--- src/rtl/dm_cache_pkg.sv ---
package dm_cache_pkg;
    typedef enum logic [2:0] {
        ST_IDLE,
        ST_COMPARE,
        ST_WRITEBACK,
        ST_REFILL,
        ST_RESPOND
    } cache_state_e;
endpackage

--- src/rtl/dm_cache_tags.sv ---
module dm_cache_tags #(
    parameter int NUM_LINES = 8,
    parameter int TAG_W     = 10,
    localparam int IDX_W    = $clog2(NUM_LINES)
) (
    input  logic             clk,
    input  logic             rst_n,
    input  logic [IDX_W-1:0] idx,
    input  logic             wr_en,
    input  logic             wr_dirty,
    input  logic [TAG_W-1:0] wr_tag,
    output logic             valid,
    output logic             dirty,
    output logic [TAG_W-1:0] tag
);
    logic [NUM_LINES-1:0] valid_q, valid_d;
    logic [NUM_LINES-1:0] dirty_q, dirty_d;
    logic [TAG_W-1:0]     tag_q [NUM_LINES];

    always_comb begin
        valid_d = valid_q;
        dirty_d = dirty_q;
        if (wr_en) begin
            valid_d[idx] = 1'b1;
            dirty_d[idx] = wr_dirty;
        end
    end

    always_ff @(posedge clk) begin
        if (!rst_n) begin
            valid_q <= '0;
            dirty_q <= '0;
        end else begin
            valid_q <= valid_d;
            dirty_q <= dirty_d;
        end
    end

    for (genvar g = 0; g < NUM_LINES; g++) begin : g_tag
        always_ff @(posedge clk) begin
            if (wr_en && idx == IDX_W'(g)) tag_q[g] <= wr_tag;
        end
    end

    assign valid = valid_q[idx];
    assign dirty = dirty_q[idx];
    assign tag   = tag_q[idx];
endmodule

--- src/rtl/dm_cache_data.sv ---
module dm_cache_data #(
    parameter int NUM_LINES = 8,
    parameter int LINE_W    = 64,
    localparam int IDX_W    = $clog2(NUM_LINES)
) (
    input  logic              clk,
    input  logic [IDX_W-1:0]  idx,
    input  logic              wr_en,
    input  logic [LINE_W-1:0] wr_line,
    output logic [LINE_W-1:0] rd_line
);
    logic [LINE_W-1:0] line_q [NUM_LINES];

    for (genvar g = 0; g < NUM_LINES; g++) begin : g_line
        always_ff @(posedge clk) begin
            if (wr_en && idx == IDX_W'(g)) line_q[g] <= wr_line;
        end
    end

    assign rd_line = line_q[idx];
endmodule

--- src/rtl/dm_cache_ctrl.sv ---
module dm_cache_ctrl
    import dm_cache_pkg::*;
#(
    parameter int ADDR_W     = 16,
    parameter int LINE_BYTES = 8,
    parameter int NUM_LINES  = 8,
    localparam int OFF_W     = $clog2(LINE_BYTES),
    localparam int IDX_W     = $clog2(NUM_LINES),
    localparam int TAG_W     = ADDR_W - OFF_W - IDX_W,
    localparam int LINE_W    = 8 * LINE_BYTES
) (
    input  logic              clk,
    input  logic              rst_n,
    input  logic              cpu_req,
    input  logic              cpu_we,
    input  logic [ADDR_W-1:0] cpu_addr,
    input  logic [7:0]        cpu_wdata,
    output logic              cpu_busy,
    output logic              cpu_done,
    output logic [7:0]        cpu_rdata,
    output logic              mem_req,
    output logic              mem_we,
    output logic [ADDR_W-1:0] mem_addr,
    output logic [LINE_W-1:0] mem_wdata,
    input  logic              mem_ack,
    input  logic [LINE_W-1:0] mem_rdata,
    output logic [IDX_W-1:0]  slot_idx,
    input  logic              slot_valid,
    input  logic              slot_dirty,
    input  logic [TAG_W-1:0]  slot_tag,
    output logic              tag_wr_en,
    output logic              tag_wr_dirty,
    output logic [TAG_W-1:0]  tag_wr_tag,
    input  logic [LINE_W-1:0] slot_line,
    output logic              line_wr_en,
    output logic [LINE_W-1:0] line_wr_data
);
    typedef struct packed {
        cache_state_e      state;
        logic              we;
        logic [ADDR_W-1:0] addr;
        logic [7:0]        wdata;
        logic [7:0]        rdata;
    } ctrl_t;

    ctrl_t r_q, r_d;

    logic [OFF_W-1:0] req_off;
    logic [TAG_W-1:0] req_tag;
    logic             hit;

    assign req_off  = r_q.addr[OFF_W-1:0];
    assign req_tag  = r_q.addr[ADDR_W-1 -: TAG_W];
    assign slot_idx = r_q.addr[OFF_W +: IDX_W];
    assign hit      = slot_valid && (slot_tag == req_tag);

    function automatic logic [7:0] pick_byte(input logic [LINE_W-1:0] line,
                                             input logic [OFF_W-1:0]  off);
        return line[{off, 3'b000} +: 8];
    endfunction

    function automatic logic [LINE_W-1:0] put_byte(input logic [LINE_W-1:0] line,
                                                   input logic [OFF_W-1:0]  off,
                                                   input logic [7:0]        b);
        logic [LINE_W-1:0] res;
        res = line;
        res[{off, 3'b000} +: 8] = b;
        return res;
    endfunction

    always_comb begin
        r_d          = r_q;
        tag_wr_en    = 1'b0;
        tag_wr_dirty = 1'b0;
        tag_wr_tag   = req_tag;
        line_wr_en   = 1'b0;
        line_wr_data = slot_line;
        mem_req      = 1'b0;
        mem_we       = 1'b0;
        mem_addr     = '0;
        mem_wdata    = '0;
        unique case (r_q.state)
            ST_IDLE: begin
                if (cpu_req) begin
                    r_d.state = ST_COMPARE;
                    r_d.we    = cpu_we;
                    r_d.addr  = cpu_addr;
                    r_d.wdata = cpu_wdata;
                end
            end
            ST_COMPARE: begin
                if (hit) begin
                    if (r_q.we) begin
                        line_wr_en   = 1'b1;
                        line_wr_data = put_byte(slot_line, req_off, r_q.wdata);
                        tag_wr_en    = 1'b1;
                        tag_wr_dirty = 1'b1;
                        r_d.rdata    = r_q.wdata;
                    end else begin
                        r_d.rdata    = pick_byte(slot_line, req_off);
                    end
                    r_d.state = ST_RESPOND;
                end else if (slot_valid && slot_dirty) begin
                    r_d.state = ST_WRITEBACK;
                end else begin
                    r_d.state = ST_REFILL;
                end
            end
            ST_WRITEBACK: begin
                mem_req   = 1'b1;
                mem_we    = 1'b1;
                mem_addr  = {slot_tag, slot_idx, {OFF_W{1'b0}}};
                mem_wdata = slot_line;
                if (mem_ack) r_d.state = ST_REFILL;
            end
            ST_REFILL: begin
                mem_req  = 1'b1;
                mem_addr = {req_tag, slot_idx, {OFF_W{1'b0}}};
                if (mem_ack) begin
                    line_wr_en   = 1'b1;
                    tag_wr_en    = 1'b1;
                    tag_wr_dirty = r_q.we;
                    if (r_q.we) begin
                        line_wr_data = put_byte(mem_rdata, req_off, r_q.wdata);
                        r_d.rdata    = r_q.wdata;
                    end else begin
                        line_wr_data = mem_rdata;
                        r_d.rdata    = pick_byte(mem_rdata, req_off);
                    end
                    r_d.state = ST_RESPOND;
                end
            end
            ST_RESPOND: r_d.state = ST_IDLE;
            default:    r_d.state = ST_IDLE;
        endcase
    end

    always_ff @(posedge clk) begin
        if (!rst_n) begin
            r_q.state <= ST_IDLE;
            r_q.we    <= 1'b0;
            r_q.addr  <= '0;
            r_q.wdata <= '0;
            r_q.rdata <= '0;
        end else begin
            r_q <= r_d;
        end
    end

    assign cpu_busy  = (r_q.state != ST_IDLE);
    assign cpu_done  = (r_q.state == ST_RESPOND);
    assign cpu_rdata = r_q.rdata;
endmodule

--- src/rtl/dm_wb_cache.sv ---
module dm_wb_cache #(
    parameter int ADDR_W     = 16,
    parameter int LINE_BYTES = 8,
    parameter int NUM_LINES  = 8,
    localparam int OFF_W     = $clog2(LINE_BYTES),
    localparam int IDX_W     = $clog2(NUM_LINES),
    localparam int TAG_W     = ADDR_W - OFF_W - IDX_W,
    localparam int LINE_W    = 8 * LINE_BYTES
) (
    input  logic              clk,
    input  logic              rst_n,
    input  logic              cpu_req,
    input  logic              cpu_we,
    input  logic [ADDR_W-1:0] cpu_addr,
    input  logic [7:0]        cpu_wdata,
    output logic              cpu_busy,
    output logic              cpu_done,
    output logic [7:0]        cpu_rdata,
    output logic              mem_req,
    output logic              mem_we,
    output logic [ADDR_W-1:0] mem_addr,
    output logic [LINE_W-1:0] mem_wdata,
    input  logic              mem_ack,
    input  logic [LINE_W-1:0] mem_rdata
);
    logic [IDX_W-1:0]  slot_idx;
    logic              slot_valid, slot_dirty;
    logic [TAG_W-1:0]  slot_tag;
    logic              tag_wr_en, tag_wr_dirty;
    logic [TAG_W-1:0]  tag_wr_tag;
    logic [LINE_W-1:0] slot_line;
    logic              line_wr_en;
    logic [LINE_W-1:0] line_wr_data;

    dm_cache_ctrl #(
        .ADDR_W(ADDR_W), .LINE_BYTES(LINE_BYTES), .NUM_LINES(NUM_LINES)
    ) u_ctrl (
        .clk(clk), .rst_n(rst_n),
        .cpu_req(cpu_req), .cpu_we(cpu_we), .cpu_addr(cpu_addr), .cpu_wdata(cpu_wdata),
        .cpu_busy(cpu_busy), .cpu_done(cpu_done), .cpu_rdata(cpu_rdata),
        .mem_req(mem_req), .mem_we(mem_we), .mem_addr(mem_addr), .mem_wdata(mem_wdata),
        .mem_ack(mem_ack), .mem_rdata(mem_rdata),
        .slot_idx(slot_idx), .slot_valid(slot_valid), .slot_dirty(slot_dirty),
        .slot_tag(slot_tag), .tag_wr_en(tag_wr_en), .tag_wr_dirty(tag_wr_dirty),
        .tag_wr_tag(tag_wr_tag), .slot_line(slot_line),
        .line_wr_en(line_wr_en), .line_wr_data(line_wr_data)
    );

    dm_cache_tags #(.NUM_LINES(NUM_LINES), .TAG_W(TAG_W)) u_tags (
        .clk(clk), .rst_n(rst_n), .idx(slot_idx),
        .wr_en(tag_wr_en), .wr_dirty(tag_wr_dirty), .wr_tag(tag_wr_tag),
        .valid(slot_valid), .dirty(slot_dirty), .tag(slot_tag)
    );

    dm_cache_data #(.NUM_LINES(NUM_LINES), .LINE_W(LINE_W)) u_data (
        .clk(clk), .idx(slot_idx), .wr_en(line_wr_en),
        .wr_line(line_wr_data), .rd_line(slot_line)
    );
endmodule

--- config.mk ---
export PLATFORM = sky130hd
export DESIGN_NAME = dm_wb_cache
export DESIGN_NICKNAME = d
export VERILOG_FILES = /design/src/rtl/dm_cache_pkg.sv /design/src/rtl/dm_cache_tags.sv /design/src/rtl/dm_cache_data.sv /design/src/rtl/dm_cache_ctrl.sv /design/src/rtl/dm_wb_cache.sv
export SDC_FILE = /design/constraint.sdc
export NUM_CORES = 1
export LEC_CHECK = 0
export ABC_AREA = 1
export BUFFER_PORTS_ARGS = -buffer_cell sky130_fd_sc_hd__buf_2
export CAP_MARGIN = 0
export CORE_ASPECT_RATIO = 0.5
export CORE_UTILIZATION = 62
export DETAILED_ROUTE_END_ITERATION = 6
export PLACE_DENSITY = 0.81
export REMOVE_ABC_BUFFERS = 1
export SLEW_MARGIN = 0
export SYNTH_ARGS = -nofsm -noshare
export SYNTH_HDL_FRONTEND = slang
export SYNTH_HIERARCHICAL = 1
export SYNTH_SLANG_ARGS = --single-unit
--- constraint.sdc ---
create_clock -name clk -period 6.08 [get_ports clk]
set_clock_uncertainty 0.05 [all_clocks]
set_input_delay 0 -clock clk [delete_from_list [all_inputs] [get_ports clk]]
set_output_delay 0 -clock clk [all_outputs]
set_load 0.02 [all_outputs]
# Word-level counts from Yosys, hierarchy flattened
# Memories as Yosys holds them, arrays and structs flattened. A register that Yosys moved wholly into a read port is not among the register bits.
# Index checks and enable logic that the tools add are counted.
[totals] out_inout_bits=92 ram_bits=592 regBits=52 inputBits=93 elab_cells=163 mem_count=2
[mem_list] memory="u_data.line_q" depth=8 width=64 rd=1 rd_ports_with_merged_regs=1 write_ports=1 line_no="dm_cache_data.sv:12" rtl="logic [LINE_W-1:0] line_q [NUM_LINES];"
[mem_list] memory="u_tags.tag_q" depth=8 width=10 rd=1 rd_ports_with_merged_regs=1 write_ports=1 line_no="dm_cache_tags.sv:18" rtl="logic [TAG_W-1:0] tag_q [NUM_LINES];"
[classes] add_sub_neg=1 n_mux=97 eq_ne=16 reduce_logical=33 magnitude_cmp=2 bitwise=1 shifts=4
[ops] operator="$mux 64" n=12
[ops] operator="$reduce_or 64->1" n=7
[ops] operator="$bwmux 64" n=2
[ops] operator="$pmux 64 s2" n=1
[ops] operator="$shiftx 64x7->8" n=2
[ops] operator="$mux 10" n=7
[ops] operator="$reduce_or 10->1" n=7
[ops] operator="$shift 8x8->64 const A" n=1
[ops] operator="$shiftx 8x8->64" n=1
[ops] operator="$mux 3" n=21
[ops] operator="$mux 1" n=40
[ops] operator="$mux 8" n=4
[ops] operator="$pmux 16 s2" n=1
[ops] operator="$mux 28" n=1
[ops] operator="$pmux 8 s2" n=1
[ops] operator="$eq 3x3->1 const B" n=5
[ops] operator="$eq 3x2->1 const B" n=4
[ops] operator="$pmux 3 s4" n=1
[ops] operator="$logic_and 1x1->1" n=11
[ops] operator="$eq 10x10->1" n=1
[ops] operator="$bwmux 8" n=1
[ops] operator="$neg 6->8" n=1
[ops] operator="$or 8x8->8" n=1
[ops] operator="$bmux 1 s3" n=2
[ops] operator="13 further kinds" n=19

# Longest topological paths before layout
[logic_depth] depth_word=16 depth_mapped=26 mapped_depth_nobuf=21

# Cells and area by module
# Netlist, hierarchy kept.
[modules_own_cells] module="dm_cache_data" n_inst=1 area_per_inst_um2=21144.0 cells_each=1973 seq_area_each_um2=15374.7
[modules_own_cells] module="dm_cache_ctrl" n_inst=1 area_per_inst_um2=6551.3 cells_each=1255 seq_area_each_um2=720.7
[modules_own_cells] module="dm_cache_tags" n_inst=1 area_per_inst_um2=4102.7 cells_each=432 seq_area_each_um2=2722.6

# Worst setup path after synthesis
# Ideal clock, no wire load.
[synth_timing] kind="register -> register" startpoint="reg u_ctrl.r_q (netlist bit u_ctrl/slot_idx[2])" endpoint="mem u_data.line_q[4][0], enable pin" setup_ns=0.486 path_buffers=3 path_stages_with_launch=15 t_arrival_ns=4.806 period_less_slack_ns=5.342 required_time_ns=5.544 path_slack_ns=0.738 path_cell_list="dfxtp_1 buf_4 buf_4 inv_1 buf_1 nand2_1 nand2_1 inv_1 nand2_1 o21ai_0 nor3_2 nand3_1 o21ai_0 nand2_1 nor2_1"
[synth_via] elab_chain_len=16 word_cells_on_any_way=58 classes_between="7 x eq/ne; 34 x mux; 17 x reduce/logical"
[synth_rtl] item="start: declaration" line_no="dm_cache_ctrl.sv:46" rtl="ctrl_t r_q, r_d;"
[synth_rtl] item="start signal: assignment" line_no="dm_cache_ctrl.sv:146" rtl="r_q <= r_d;"
[synth_rtl] item="$bmux 1 s3 *" line_no="dm_cache_tags.sv:45" rtl="assign valid = valid_q[idx];"
[synth_rtl] item="$mux 1 (implied by the code) *" line_no="dm_cache_tags.sv:45"
[synth_rtl] item="$logic_and 1x1->1 *" line_no="dm_cache_ctrl.sv:55" rtl="assign hit = slot_valid && (slot_tag == req_tag);"
[synth_rtl] item="$mux 1 *" line_no="dm_cache_ctrl.sv:92" rtl="if (hit) begin"
[synth_rtl] item="$pmux 1 s2 *" line_no="dm_cache_ctrl.sv:82" rtl="unique case (r_q.state)"
[synth_rtl] item="via line_wr_en" line_no="dm_wb_cache.sv:32" rtl="logic line_wr_en;"
[synth_rtl] item="$logic_and 1x1->1" line_no="dm_cache_data.sv:16" rtl="if (wr_en && idx == IDX_W'(g)) line_q[g] <= wr_line;"
[synth_rtl] item="$mux 1" line_no="dm_cache_data.sv:16"
[synth_rtl] item="$mux 1 (implied by the code)" line_no="dm_cache_data.sv:16"
[synth_rtl] item="$reduce_or 64->1 (no line)"
[synth_rtl] item="$mux 3 (no line) or $mux 1 (tied branches) (7 in a row)"
[synth_rtl] item="end: declaration" line_no="dm_cache_data.sv:12"
# Mark *: on every way through the listed nets, which the timed path passes. The rest lies on a longest branch. The select of a mux whose other input is x is not followed.

# Worst setup path in the final report
[layout_timing] startpoint="reg u_ctrl.r_q (netlist bit u_ctrl/slot_idx[0])" endpoint="mem u_data.line_q[6][28], enable pin"
# Same word-level chain as after synthesis.

==> flow_metrics.env <==
export IMPL_wl_per_cell_um=21.49
export IMPL_place_gp_congestion=0.9839
export IMPL_portBuffers=181
export IMPL_areaGrowthSynthToFinish_pct=10.39
export IMPL_ant_nets=0
export IMPL_cts_tree="yes"
export IMPL_fp_dieW_um=322.3
export IMPL_post_cts_buffers=0
export IMPL_grt_pass1_wl_um=142800
export IMPL_synth_top_area_share_pct=55.91
export IMPL_synthTopCellsByCount="nand2_1, edfxtp_1, nor2_1, inv_1, o21ai_0"
export IMPL_grt_overflow=0
export IMPL_syn_area_um2=31800
export IMPL_fmax_mhz=177.8
export IMPL_grt_usage_pct=36.50
export IMPL_place_ws_ns=0.6828
export IMPL_fin_area_um2=35100
export IMPL_firstDrtPassIters=7
export IMPL_cellPowerDensity_nw_per_um2=327.2
export IMPL_maxSlewViolCount=0
export IMPL_p_sw_uw=3622
export IMPL_nets=3867
export IMPL_p_clk_share_pct=32.9
export IMPL_viasPerCell=5.926
export IMPL_violations="design-rule violations"
export IMPL_worstHoldPathType="in -> reg"
export IMPL_crit_type="reg -> reg"
export IMPL_rsz0062_at_grt="no"
export IMPL_hold_viol=0
export IMPL_drc=6
export IMPL_design_die_area_um2=52250
export IMPL_row_count=58
export IMPL_io_pins=185
export IMPL_coreArea_um2=50440
export IMPL_maxCapViolations=0
export IMPL_yosysMostFrequentCell="nand2_1"
export IMPL_clockBufferDepth=3
export IMPL_cts_sinks=644
export IMPL_start_util_pct=63.05
export IMPL_fin_ws_ns=0.4565
export IMPL_combPwrFrac_pct=21.4
export IMPL_hpwl_um=58190
export IMPL_cts_root_buf="clkbuf_16"
export IMPL_grt_max_degree=184
export IMPL_crit_path_start_kind="flip-flop"
export IMPL_drive_gt1_share_pct=10.43
export IMPL_vias=26710
export IMPL_synth_flop_cell="edfxtp_1"
export IMPL_dpl_cell_area_um2=32710
export IMPL_synthDistinctLibCells=45
export IMPL_diodes=0
export IMPL_ys_seq_area_share_pct=59.18
export IMPL_timing_final_crit_share_pct=92.49
export IMPL_grt_pass1_vias=24555
export IMPL_synth_top_area_cell="edfxtp_1"
export IMPL_finalSetupViolations=0
export IMPL_antenna_found_initial=0
export IMPL_p_leak_uw=0.01526
export IMPL_htree_levels=2
export IMPL_cp_max_fo=58
export IMPL_cp_required_ns=6.29
export IMPL_internal_power_uw=7865
export IMPL_worst_slew_pin_slew_ns=1.223
export IMPL_synth_warning_count=6
export IMPL_status="finished, violations left"
export IMPL_synth_avg_cell_area_um2=8.688
export IMPL_yosys_top_cells_area="edfxtp_1, nand2_1, dfxtp_1"
export IMPL_min_period_ns=5.624
export IMPL_synth_seq_cells=644
export IMPL_ir_drop_mv=0.2283
export IMPL_synth_edff_count=592
export IMPL_clk_pin_slew_ns=0.07
export IMPL_clock_latency_ns=0.63
export IMPL_ys_async_sr_fraction_pct=0
export IMPL_die_h_um=162.1
export IMPL_cts_buffers_inserted=54
export IMPL_wl_um=96870
export IMPL_endpoint_kind="flip-flop"
export IMPL_max_slew_margin_pct=17.60
export IMPL_p_seq_share_pct=45.8
export IMPL_arrival_ns=5.84
export IMPL_switching_share_pct=31.53
export IMPL_drt_iter0_drc=4208
export IMPL_netlist_instances=3660
==> cell families (layout without fill, tap and decap cells) <==
logic type                 Yosys count  count (layout)  synth area share [%]
and+or+nand+nor                   2249            2249                 28.08
DFF                                644             644                 59.18
buffers and inverters              407             562                 6.469
AOI/OAI and AO/OA                  355             355                 6.119
adders and majority gates            3               3                0.1181
other                                1               3               0.01179
xor gates and xnor gates             1               1               0.02755
==> cells in the final DEF (no fill, tap or decap), types with 5 or more instances in the layout <==
cell | netlist | final
clkinv_1 | 2 | 11
clkbuf_1 | 55 | 8
bufinv_16 | 0 | 10
o21ai_1 | 15 | 15
nand2_1 | 1881 | 1881
buf_4 | 37 | 31
nand3_1 | 73 | 72
nand2_2 | 9 | 9
clkinv_2 | 0 | 6
nor3_1 | 24 | 24
nand2_4 | 6 | 6
o211ai_1 | 30 | 30
dlygate4sd3_1 | 0 | 49
o22ai_1 | 43 | 43
inv_1 | 162 | 159
clkbuf_16 | 0 | 54
nand4_1 | 8 | 8
nor2_1 | 213 | 205
o21ai_0 | 158 | 158
nor2_4 | 9 | 18
buf_2 | 79 | 181
buf_12 | 1 | 7
nor2_2 | 6 | 5
inv_2 | 24 | 26
dfxtp_1 | 52 | 48
edfxtp_1 | 592 | 592
a21oi_1 | 99 | 99
==> metal layers <==
metal	track usage, %	vias up	wire length, µm
li1	-	12073	-
met1	49.34	12238	35690
met2	55.76	2000	43050
met3	7.843	399	12710
met4	19.57	0	5418
met5	0	-	0
==> power groups by stage <==
| stage | clock, µW | sequential (µW) | combinational, µW |
|---|---|---|---|
| 2_1_floorplan | 0 | 5400 | 1480 |
| 6_report | 3780 | 5260 | 2450 |
| 3_5_place_dp | 0 | 5350 | 2310 |
| 5_1_grt | 3960 | 5260 | 2640 |
| 3_3_place_gp | 0 | 5350 | 2260 |
| 4_1_cts | 3790 | 5250 | 2360 |
==> critical path, cell delays in order, from the launching register on <==
cell and delay [ns]:
dfxtp_4 0.77, inv_4 0.38, nand2_1 0.15, nand2_1 0.06, nand2_1 0.05, nand2_1 0.05
nand2_1 0.05, nand2_1 0.07, a21boi_1 0.24, nand3_1 0.12, nor2_2 0.16, nand3_1 0.29
o21ai_0 1.05, nand2_1 0.49, nor2_4 0.71, buf_12 0.45
==> final timing paths <==
check,startpoint,to,slack (ns),cells past startpoint
worst max-delay path,u_ctrl/slot_idx[0],u_data/line_q[6][28],0.46,15
worst min-delay path,mem_rdata[34],u_data/line_q[1][34],0.02,5
worst max register to register,u_ctrl/slot_idx[0],u_data/line_q[6][28],0.46,15
worst min register to register,u_tags/valid_q[4],u_tags/valid_q[4],0.42,2
==> sequential cells by signal, summed over array words and instances (netlist names) <==
name               flops
u_tags/tag_q          80
u_tags/dirty_q         8
u_ctrl/slot_idx        3
u_data/line_q        512
u_ctrl/cpu_rdata       8
u_ctrl/r_q            15
u_ctrl/tag_wr_tag     10
u_tags/valid_q         8
==> timing repair <==
action	CTS	global route
hold buffers	49	0
gates resized for setup	0	0
hold endpoints to repair	68	0
==> stage by stage <==
step	std cells	utilization (%)	power, µW	setup TNS (ns)	hold WS (ns)
global placement	4356	64.85	7606	0	0.2324
finish	4507	69.60	11490	0	0.02265
detailed placement	4356	64.85	7656	0	0.2360
global route	4507	69.60	11850	0	0.04449
CTS	4507	69.60	11400	0	0.002239
floorplan	3447	-	6880	-4725.16	0.07046
==> layout make-up <==
| cell class | count | area, µm² |
|---|---|---|
| Multi-Input combinational cell | 2611 | 11000 |
| Sequential cell | 644 | 18830 |
| Timing Repair Buffer | 268 | 1769 |
| Fill cell | 3695 | 15330 |
| Inverter | 192 | 735.7 |
| Clock inverter | 36 | 466.7 |
| Tap cell | 690 | 863.3 |
| Clock buffer | 66 | 1436 |
Note: power is estimated with default switching activity, not from simulation.
